## config.mk

```make
export PLATFORM = sky130hd
export DESIGN_NAME = keyed_wdt
export DESIGN_NICKNAME = d
export VERILOG_FILES = /design/src/rtl/wdt_pkg.sv /design/src/rtl/wdt_keyseq.sv /design/src/rtl/wdt_timebase.sv /design/src/rtl/wdt_ctrl.sv /design/src/rtl/keyed_wdt.sv
export SDC_FILE = /design/constraint.sdc
export NUM_CORES = 1
export LEC_CHECK = 0
export ABC_CLOCK_PERIOD_IN_PS = 2400
export CORE_ASPECT_RATIO = 0.5
export CORE_MARGIN = 10
export CORE_UTILIZATION = 52
export CTS_CLUSTER_SIZE = 40
export DETAILED_ROUTE_END_ITERATION = 16
export HOLD_SLACK_MARGIN = 0.06
export PLACE_DENSITY = 0.79
export SLEW_MARGIN = 40
export SYNTH_ARGS = -nofsm -noshare
export SYNTH_HDL_FRONTEND = slang
export SYNTH_SLANG_ARGS = --single-unit
export TNS_END_PERCENT = 30
```

## constraint.sdc

```tcl
create_clock -name clk -period 2.4 [get_ports clk]
set_clock_uncertainty 0.1 [all_clocks]
set_input_delay 0.72 -clock clk [delete_from_list [all_inputs] [get_ports clk]]
set_output_delay 0.72 -clock clk [all_outputs]
set_load 0.1 [all_outputs]
```

## src/rtl/wdt_pkg.sv

```systemverilog
// Shared constants and types for the keyed watchdog.
// Assumes a 16-bit control register; key words and flag positions are fixed.
package wdt_pkg;
    localparam int REG_W = 16;
    localparam int EXP_W = 3;

    localparam logic [REG_W-1:0] KEY_CFG_A  = 16'h3333;
    localparam logic [REG_W-1:0] KEY_CFG_B  = 16'hCCCC;
    localparam logic [REG_W-1:0] KEY_KICK_A = 16'hAAAA;
    localparam logic [REG_W-1:0] KEY_KICK_B = 16'h5555;

    localparam int BIT_EN   = 15;
    localparam int BIT_RSTF = 13;
    localparam int BIT_NMIF = 12;
    localparam int BIT_MODE = 3;

    typedef enum logic [1:0] {
        KS_IDLE,
        KS_CFG_HALF,
        KS_CFG_OPEN,
        KS_KICK_HALF
    } key_state_e;

    typedef struct packed {
        logic             enable;
        logic             nmi_mode;
        logic [EXP_W-1:0] exp_sel;
    } wdt_cfg_t;
endpackage

```

## src/rtl/wdt_keyseq.sv

```systemverilog
// Key sequence tracker: decodes register accesses into a configuration
// data strobe and a count restart strobe.
// Assumes at most one access per cycle; a read of the register aborts.
module wdt_keyseq
    import wdt_pkg::*;
(
    input  logic             clk,
    input  logic             rst_n,
    input  logic             wd_clear,
    input  logic             acc_wr,
    input  logic             acc_rd,
    input  logic [REG_W-1:0] acc_wdata,
    output logic             data_stb,
    output logic             kick_stb
);
    key_state_e state_q, state_d;

    function automatic key_state_e start_of(input logic [REG_W-1:0] d);
        if (d == KEY_CFG_A)       return KS_CFG_HALF;
        else if (d == KEY_KICK_A) return KS_KICK_HALF;
        else                      return KS_IDLE;
    endfunction

    // Next-state and strobe decode for one register access.
    always_comb begin
        state_d  = state_q;
        data_stb = 1'b0;
        kick_stb = 1'b0;
        if (acc_wr) begin
            unique case (state_q)
                KS_CFG_OPEN: begin
                    data_stb = 1'b1;
                    state_d  = KS_IDLE;
                end
                KS_CFG_HALF:
                    state_d = (acc_wdata == KEY_CFG_B) ? KS_CFG_OPEN : start_of(acc_wdata);
                KS_KICK_HALF: begin
                    if (acc_wdata == KEY_KICK_B) begin
                        kick_stb = 1'b1;
                        state_d  = KS_IDLE;
                    end else begin
                        state_d = start_of(acc_wdata);
                    end
                end
                default: state_d = start_of(acc_wdata);
            endcase
        end else if (acc_rd) begin
            state_d = KS_IDLE;
        end
    end

    // Key state register, cleared by hardware and watchdog reset.
    always_ff @(posedge clk) begin
        if (!rst_n || wd_clear) state_q <= KS_IDLE;
        else                    state_q <= state_d;
    end

    // A lone read leaves no half-finished restart key behind.
    assert_read_aborts_kick_R6: assert property (@(posedge clk) disable iff (!rst_n)
        (acc_rd && !acc_wr) |=> !kick_stb);
endmodule

```

## src/rtl/wdt_timebase.sv

```systemverilog
// Watchdog counter: counts enabled cycles and flags expiry at 2^(BASE_EXP+N).
// Assumes the exponent only changes together with a restart.
module wdt_timebase
    import wdt_pkg::*;
#(
    parameter int BASE_EXP = 19
) (
    input  logic             clk,
    input  logic             rst_n,
    input  logic             enable,
    input  logic [EXP_W-1:0] exp_sel,
    input  logic             restart,
    output logic             expire
);
    localparam int CNT_W = BASE_EXP + (1 << EXP_W) - 1;
    localparam logic [CNT_W-1:0] ONE = {{(CNT_W-1){1'b0}}, 1'b1};

    logic [CNT_W-1:0] cnt_q;
    logic [CNT_W-1:0] last_val;

    // Terminal count for the selected exponent.
    always_comb last_val = (ONE << (BASE_EXP + 32'(exp_sel))) - ONE;

    // Expiry fires on the terminal count unless a restart takes priority.
    always_comb expire = enable && !restart && (cnt_q == last_val);

    // Count register, zeroed on restart, expiry or while disabled.
    always_ff @(posedge clk) begin
        if (!rst_n || restart || expire || !enable) cnt_q <= '0;
        else                                       cnt_q <= cnt_q + ONE;
    end

    assert_cnt_bounded_R2: assert property (@(posedge clk) disable iff (!rst_n)
        cnt_q <= last_val);
    assert_idle_when_off_R12: assert property (@(posedge clk) disable iff (!rst_n)
        !enable |=> (cnt_q == '0));
endmodule

```

## src/rtl/wdt_ctrl.sv

```systemverilog
// Configuration, flags and timeout outputs. Hardware reset clears all;
// a watchdog reset keeps configuration and reset flag.
// Assumes data strobe and expiry never coincide (restart wins in timebase).
module wdt_ctrl
    import wdt_pkg::*;
(
    input  logic     clk,
    input  logic     rst_n,
    input  logic     acc_any,
    input  logic     data_stb,
    input  wdt_cfg_t cfg_in,
    input  logic     keep_nmif,
    input  logic     expire,
    output wdt_cfg_t cfg_q,
    output logic     nmi_flag_q,
    output logic     rst_flag_q,
    output logic     wd_clear,
    output logic     nmi_pulse,
    output logic     sys_rst_req
);
    logic lock_q;
    logic nmi_hit;

    // Decide whether an expiry interrupts or resets.
    always_comb begin
        wd_clear = expire && (!cfg_q.nmi_mode || nmi_flag_q);
        nmi_hit  = expire && cfg_q.nmi_mode && !nmi_flag_q;
    end

    // Write-once configuration and its lock.
    always_ff @(posedge clk) begin
        if (!rst_n) begin
            cfg_q  <= '{enable: 1'b1, nmi_mode: 1'b0, exp_sel: '1};
            lock_q <= 1'b0;
        end else if (wd_clear) begin
            lock_q <= 1'b0;
        end else if (data_stb && !lock_q) begin
            cfg_q  <= cfg_in;
            lock_q <= 1'b1;
        end
    end

    // Interrupt flag: set on first expiry, cleared by config data or watchdog reset.
    always_ff @(posedge clk) begin
        if (!rst_n || wd_clear)          nmi_flag_q <= 1'b0;
        else if (nmi_hit)                nmi_flag_q <= 1'b1;
        else if (data_stb && !keep_nmif) nmi_flag_q <= 1'b0;
    end

    // Reset flag: set by watchdog reset, cleared by any register access.
    always_ff @(posedge clk) begin
        if (!rst_n)       rst_flag_q <= 1'b0;
        else if (wd_clear) rst_flag_q <= 1'b1;
        else if (acc_any)  rst_flag_q <= 1'b0;
    end

    // One-cycle timeout outputs.
    always_ff @(posedge clk) begin
        if (!rst_n) begin
            nmi_pulse   <= 1'b0;
            sys_rst_req <= 1'b0;
        end else begin
            nmi_pulse   <= nmi_hit;
            sys_rst_req <= wd_clear;
        end
    end

    assert_pulses_exclusive_R9: assert property (@(posedge clk) disable iff (!rst_n)
        !(nmi_pulse && sys_rst_req));
    assert_escalate_R9: assert property (@(posedge clk) disable iff (!rst_n)
        (expire && nmi_flag_q) |=> sys_rst_req);
    assert_rst_flag_on_req_R7: assert property (@(posedge clk) disable iff (!rst_n)
        sys_rst_req |-> rst_flag_q);
    assert_single_req_R7: assert property (@(posedge clk) disable iff (!rst_n)
        sys_rst_req |=> !sys_rst_req);
    assert_nmi_flag_on_pulse_R8: assert property (@(posedge clk) disable iff (!rst_n)
        nmi_pulse |-> nmi_flag_q);
    assert_write_once_R4: assert property (@(posedge clk) disable iff (!rst_n)
        (data_stb && lock_q) |=> $stable(cfg_q));
    assert_flag_access_clear_R10: assert property (@(posedge clk) disable iff (!rst_n)
        (acc_any && !wd_clear) |=> !rst_flag_q);
endmodule

```

## src/rtl/keyed_wdt.sv

```systemverilog
// Keyed watchdog top: wires key decode, counter and control, and forms
// the read view of the control register (count never visible).
// Assumes a single-cycle register bus with separate write and read strobes.
module keyed_wdt
    import wdt_pkg::*;
#(
    parameter int BASE_EXP = 19
) (
    input  logic             clk,
    input  logic             rst_n,
    input  logic             wdt_wr,
    input  logic             wdt_rd,
    input  logic [REG_W-1:0] wdt_wdata,
    output logic [REG_W-1:0] wdt_rdata,
    output logic             nmi_pulse,
    output logic             sys_rst_req
);
    logic     data_stb, kick_stb, expire, wd_clear;
    logic     nmi_flag, rst_flag;
    wdt_cfg_t cfg, cfg_in;

    // Unpack configuration fields from the write data.
    always_comb begin
        cfg_in.enable   = wdt_wdata[BIT_EN];
        cfg_in.nmi_mode = wdt_wdata[BIT_MODE];
        cfg_in.exp_sel  = wdt_wdata[EXP_W-1:0];
    end

    wdt_keyseq u_keyseq (
        .clk      (clk),
        .rst_n    (rst_n),
        .wd_clear (wd_clear),
        .acc_wr   (wdt_wr),
        .acc_rd   (wdt_rd),
        .acc_wdata(wdt_wdata),
        .data_stb (data_stb),
        .kick_stb (kick_stb)
    );

    wdt_timebase #(.BASE_EXP(BASE_EXP)) u_timebase (
        .clk    (clk),
        .rst_n  (rst_n),
        .enable (cfg.enable),
        .exp_sel(cfg.exp_sel),
        .restart(kick_stb || data_stb),
        .expire (expire)
    );

    wdt_ctrl u_ctrl (
        .clk        (clk),
        .rst_n      (rst_n),
        .acc_any    (wdt_wr || wdt_rd),
        .data_stb   (data_stb),
        .cfg_in     (cfg_in),
        .keep_nmif  (wdt_wdata[BIT_NMIF]),
        .expire     (expire),
        .cfg_q      (cfg),
        .nmi_flag_q (nmi_flag),
        .rst_flag_q (rst_flag),
        .wd_clear   (wd_clear),
        .nmi_pulse  (nmi_pulse),
        .sys_rst_req(sys_rst_req)
    );

    // Register read view.
    always_comb begin
        wdt_rdata                = '0;
        wdt_rdata[BIT_EN]        = cfg.enable;
        wdt_rdata[BIT_RSTF]      = rst_flag;
        wdt_rdata[BIT_NMIF]      = nmi_flag;
        wdt_rdata[BIT_MODE]      = cfg.nmi_mode;
        wdt_rdata[EXP_W-1:0]     = cfg.exp_sel;
    end
endmodule

```

==> metrics.txt, run 1 <==
worst skew pair latency=290 ps; crit share post-route=0.959; Worst Path Required=2470 ps; share of layout cells above drive strength 1=0.192; largest family of logic cells by synthesized area=simple AND/OR/NAND/NOR gates; Worst path slowest cell=clkdlybuf4s50_1; Sink Count=38; critical path startpoint category=input pin; global-route wire length before repair=8710 um; Synth Register Bits=38; combinational power share=0.142; Synth Area in Simple Gates=0.304; Final WS setup=99.0 ps; DRT Wirelength=5690 um; Post-synth EDFFs=0; Avg Cell Area, Syn=8.30 um^2; largest net degree at the start of global routing=18; Layout fillers=290; Min Clock Period, post-route=2300 ps; core footprint=3940 um^2; Largest delay share family, worst path=buffers and inverters; Die W=111 um; Int Power=0.921 mW; Vias=2035; Die Ht=65.5 um; CTS tree=built; pwr dens=442 nW/um^2; Synth Area in Compound Gates=0.117; switching part of the total=0.257; Finish-stage setup viols=0; CP Class=in2reg; Non-Filler Instances=362; Mapped Cells=260; setup_tns=0 ps; Leak=1.08 nW; GRT Overall Usage=0.142; First-pass DRT Iterations=4; placed cells=352; Synth Area in XOR/XNOR=0.110; # rows=16; worst hold path type=reg2reg; antenna cell count=0; CP max FO=2; Starting Density=0.547; placed cell area=2570 um^2; sequential element share of the synthesized area=0.353; final core utilization=0.710; sw power=0.318 mW; Hold Vio Cnt, Final=0; Buf/Inv on CP=2; cts bufs inserted=5; DRC violations left=0; initial antenna violation count=0; ANT nets after route=0; crit path DAT=2370 ps; Adder-Cell Fraction of Synth Area=0.0116; vias in the first global route=1893; Largest stage delay, worst path=480 ps; vias per cell=5.62; area used by multi-input combinational logic=1340 um^2; Max rail drop VDD=271 uV; cts hold-fix bufs=0; Clock Root Buffer=clkbuf_8; WL/cell=15.7 um; Flop pwr share=0.514; Area Overhead vs Synth=29.9%; drt initial violations=235; Primary FF master, synth=dfxtp_1; cell area after synthesis=2160 um^2; warnings from Yosys=0; RePlAce Congestion=0.867; FF/Latch Area=767 um^2; Clock Pin Slew Worst Setup and Hold Paths=70 ps; pre-CTS WS=-345 ps; post-synthesis mux area share=0.0186; post-DP HPWL=3820 um; grt total ovfl=0; outcome=complete, no violations; critical path capture point type=flip-flop; Async S/R FF share, synth=0; Clk pwr share=0.344; CP Cell Sequence=clkdlybuf4s50_1 > nor4bb_4 > nand2_1 > o21ai_2 > buf_4 > a221oi_2 > a22oi_1 > a211oi_1; CTS Buffer Depth=2; fmax=435 MHz; Die ar.=7280 um^2; I/O pin total=38; design area=2800 um^2; MaxCap Viol Count=0; Cell variety after synth=49; H-tree depth=2; Port Buffers=28; # nets final=331; count of final max-slew check failures=0
## synth_stat cells, types with 3 or more instances
cell type  number  share of area
nand3_1        14          0.032
a21oi_1         5          0.012
o211ai_1        3          0.010
a211oi_1        4          0.014
and3_1          4          0.012
xor2_1         12          0.049
mux2i_1         4          0.019
nor3_1          8          0.019
buf_2           3         0.0070
inv_1           9          0.016
o21ai_0         6          0.014
nand4_1         8          0.023
buf_4          13          0.045
dfxtp_1        38           0.35
nor4bb_1        7          0.032
nand2b_1        4          0.012
xnor2_1        15          0.061
nor2_1         45          0.078
nand2_1        19          0.033
## power groups by stage
stage                     combinational [mW]  sequential (mW)  clock [mW]
after detailed placement               0.152            0.652           0
after global routing                   0.185            0.638       0.459
after CTS                              0.161            0.637       0.438
after global placement                 0.149            0.651           0
after floorplan                        0.111            0.651           0
final                                  0.176            0.637       0.426
## per-layer routing
layer	GRT usage	wire, um	vias to the layer above
met4	0.0525	40	0
met2	0.238	2700	72
met1	0.174	2570	967
li1	-	-	992
met5	0	0	-
met3	0.0371	371	4
## cell families (layout without fill, tap and decap cells)
family / count (synthesis) / after routing
compound gates: 32 / 33
mux: 4 / 4
other cells: 2 / 11
xor+xnor: 27 / 27
simple gates: 125 / 125
fa+ha+maj: 2 / 2
buf+inv: 30 / 68
flops: 38 / 38
## final timing paths
| check | cells after the start | slack, ps | from | endpoint |
|---|---|---|---|---|
| worst max-delay path | 8 | 100 | wdt_wdata[14] | u_keyseq.state_q[0]$_SDFFE_PP0P_ |
| worst min register to register | 2 | 400 | u_ctrl.rst_flag_q$_SDFFE_PN0P_ | u_ctrl.rst_flag_q$_SDFFE_PN0P_ |
| worst min-delay path | 2 | 400 | u_ctrl.rst_flag_q$_SDFFE_PN0P_ | u_ctrl.rst_flag_q$_SDFFE_PN0P_ |
| worst max register to register | 7 | 110 | u_ctrl.cfg_q[2]$_SDFFE_PN1P_ | u_timebase.cnt_q[9]$_SDFF_PP0_ |
## flip-flops by register name, summed over array words and instances, names as in the netlist
register / count
u_ctrl.nmi_flag_q: 1
u_ctrl.sys_rst_req: 1
u_ctrl.nmi_pulse: 1
u_ctrl.lock_q: 1
u_ctrl.cfg_q: 5
u_keyseq.state_q: 2
u_ctrl.rst_flag_q: 1
u_timebase.cnt_q: 26
## metrics by stage
| stage | total power, mW | hold WS (ps) |
|---|---|---|
| 2_1_floorplan | 0.762 | 329 |
| 3_3_place_gp | 0.801 | 385 |
| 3_5_place_dp | 0.804 | 390 |
| 4_1_cts | 1.24 | 400 |
| 5_1_grt | 1.28 | 434 |
| 6_report | 1.24 | 400 |
## cell type report
cell class	instances	share of cell area
well taps	54	0.0241
inverters	9	0.0121
clock buffers	6	0.0295
multi-input cells	202	0.479
repair buffers	53	0.181
flip-flops and latches	38	0.274
## worst reg2reg max path, cell delays in order (launching register included)
cell and delay [ps]:
dfxtp_2 520, nand2b_1 160, a21oi_1 90, a2111oi_1 460, nand4b_1 380, o21ai_4 260, buf_12 160, nor2_1 60
## cells in the final DEF, fill, tap and decap left out, drive strengths merged, types with 2 or more instances in the layout
| master | instances |
|---|---|
| a211oi | 4 |
| a21oi | 5 |
| a31oi | 2 |
| and3 | 4 |
| and4 | 2 |
| buf | 34 |
| clkbuf | 6 |
| clkdlybuf4s50 | 14 |
| conb | 11 |
| dfxtp | 38 |
| dlymetal6s2s | 5 |
| ha | 2 |
| inv | 9 |
| mux2i | 4 |
| nand2 | 19 |
| nand2b | 4 |
| nand3 | 14 |
| nand4 | 8 |
| nand4b | 2 |
| nor2 | 45 |
| nor3 | 9 |
| nor3b | 2 |
| nor4bb | 7 |
| o211ai | 3 |
| o21ai | 8 |
| o221a | 2 |
| xnor2 | 15 |
| xor2 | 12 |
## what timing repair did
item                       in CTS  in global routing
gates cloned                    1                  0
pin swaps                       1                  9
buffers inserted                1                  2
gates resized for setup         4                 15
setup endpoints to repair      27                 33
No activity file was read; power rests on OpenSTA's default activity.
==> run 2, diff against run 1 <==
- PLACE_DENSITY: 0.79 -> 0.84
==> run 2 against run 1 <==
  * Setup slack worse by 29 ps
  * Flip-flop and latch count did not move
  * Cell count decreased by 0.28%
  * Largest cell class unchanged
  * Cell area grew 0.63%
  * Register-to-register slack improved by 60 ps
  * Power decreased by 0.88%
==> metrics.txt, run 2 (synthesis results as in run 1) <==
CP Class=in2reg; pre-CTS WS=-372 ps; worst hold path type=reg2reg; Clock Root Buffer=clkbuf_8; vias per cell=5.62; global-route wire length before repair=9030 um; # rows=16; pwr dens=436 nW/um^2; setup slack, reg-to-reg=170 ps; Worst Path Required=2510 ps; placed cells=349; GRT Overall Usage=0.145; crit share post-route=0.971; Non-Filler Instances=361; worst skew pair latency=280 ps; DRT Wirelength=5860 um; Sink Count=38; Clock Pin Slew Worst Setup and Hold Paths=70 ps; Finish-stage setup viols=0; Min Clock Period, post-route=2330 ps; largest registers=u_timebase.cnt_q (26), u_ctrl.cfg_q (5), u_keyseq.state_q (2); RePlAce Congestion=0.957; antenna cell count=0; RSZ-0062 raised after global routing=true; final hold slack=397 ps; outcome=complete, no violations; fmax=429 MHz; vias in the first global route=1927; critical path startpoint category=input pin; Vias=2030; max FFs per register=26; share of layout cells above drive strength 1=0.205; Final WS setup=70.5 ps; most frequent cells in the layout=nor2_1, dfxtp_1, buf_4; Port Buffers=28; CTS Buffer Depth=2; CTS tree=built; core footprint=3940 um^2; Starting Density=0.547; placed cell area=2540 um^2; H-tree depth=2; Die Ht=65.5 um; post-DP HPWL=3840 um; Leak=1.11 nW; grt total ovfl=0; First-pass DRT Iterations=4; Hold Vio Cnt, Final=0; Die W=111 um; I/O pin total=38; Max rail drop VDD=278 uV; count of final max-slew check failures=0; Die ar.=7280 um^2; DRC violations left=0; crit path DAT=2440 ps; Top reg by flops=u_timebase.cnt_q; WL/cell=16.2 um; CP max FO=3; commonest non-fill, non-tap cell in the layout=nor2_1; ANT nets after route=0; initial antenna violation count=0; largest net degree at the start of global routing=18; # nets final=329; design area=2820 um^2; drt initial violations=154; MaxCap Viol Count=0; cts bufs inserted=5; critical path capture point type=flip-flop; Area Overhead vs Synth=30.7%
==> run 2: changes by cell type in the layout (fill, tap and decap cells not counted), moves of 2 or more <==
| cell | before | now |
|---|---|---|
| a211oi_1 | 4 | 1 |
| a211oi_2 | 0 | 3 |
| buf_4 | 30 | 27 |
| clkinv_2 | 0 | 2 |
==> run 2: report_power, final <==
part | total, mW | internal (mW) | switching (mW)
registers | 0.637 | 0.633 | 0.00358
clock network | 0.416 | 0.195 | 0.221
logic | 0.176 | 0.0649 | 0.111
==> run 2: per-layer routing <==
layer,global-route usage,routed length (um),up-vias
met5,0,0,-
met4,0.0510,99,0
met3,0.0380,306,10
met2,0.246,2810,70
met1,0.177,2650,964
li1,-,-,986
==> run 2: final timing paths <==
| path | startpoint | to | cells after the start |
|---|---|---|---|
| setup / recovery | wdt_wdata[14] | u_keyseq.state_q[1]$_SDFFE_PP0P_ | 7 |
| hold / removal | u_ctrl.rst_flag_q$_SDFFE_PN0P_ | u_ctrl.rst_flag_q$_SDFFE_PN0P_ | 2 |
| setup reg to reg | u_timebase.cnt_q[1]$_SDFF_PP0_ | u_timebase.cnt_q[11]$_SDFF_PP0_ | 8 |
| hold reg to reg | u_ctrl.rst_flag_q$_SDFFE_PN0P_ | u_ctrl.rst_flag_q$_SDFFE_PN0P_ | 2 |
==> run 2: metrics by stage <==
| step | util | power (mW) | TNS (ps) |
|---|---|---|---|
| CTS | 0.672 | 1.21 | -2.12 |
| floorplan | - | 0.762 | 0 |
| global route | 0.715 | 1.27 | -7.07 |
| detailed placement | 0.645 | 0.801 | -10130 |
| finish | 0.715 | 1.23 | 0 |
| global placement | 0.645 | 0.800 | -8680 |
==> run 2: what timing repair did <==
item,in CTS,in global routing
cloned,1,0
hold buffers,0,0
gates resized for setup,4,23
buffers inserted,0,4
setup endpoints to repair,26,33
pin swaps,0,13
==> run 2: critical path, stage by stage <==
cell and delay, ps:
clkdlybuf4s50_1 490, nor4bb_4 330, nand2_2 150, nor3_4 220
nor3b_2 70, and3b_2 250, a211oi_2 210
==> run 2: layout make-up <==
cell class	count	area, um^2
Multi-Input combinational cell	202	1370
Fill cell	272	1120
Sequential cell	38	767
Inverter	9	33.8
Tap cell	54	67.6
Clock inverter	2	10.0
Clock buffer	5	68.8
Timing Repair Buffer	51	499
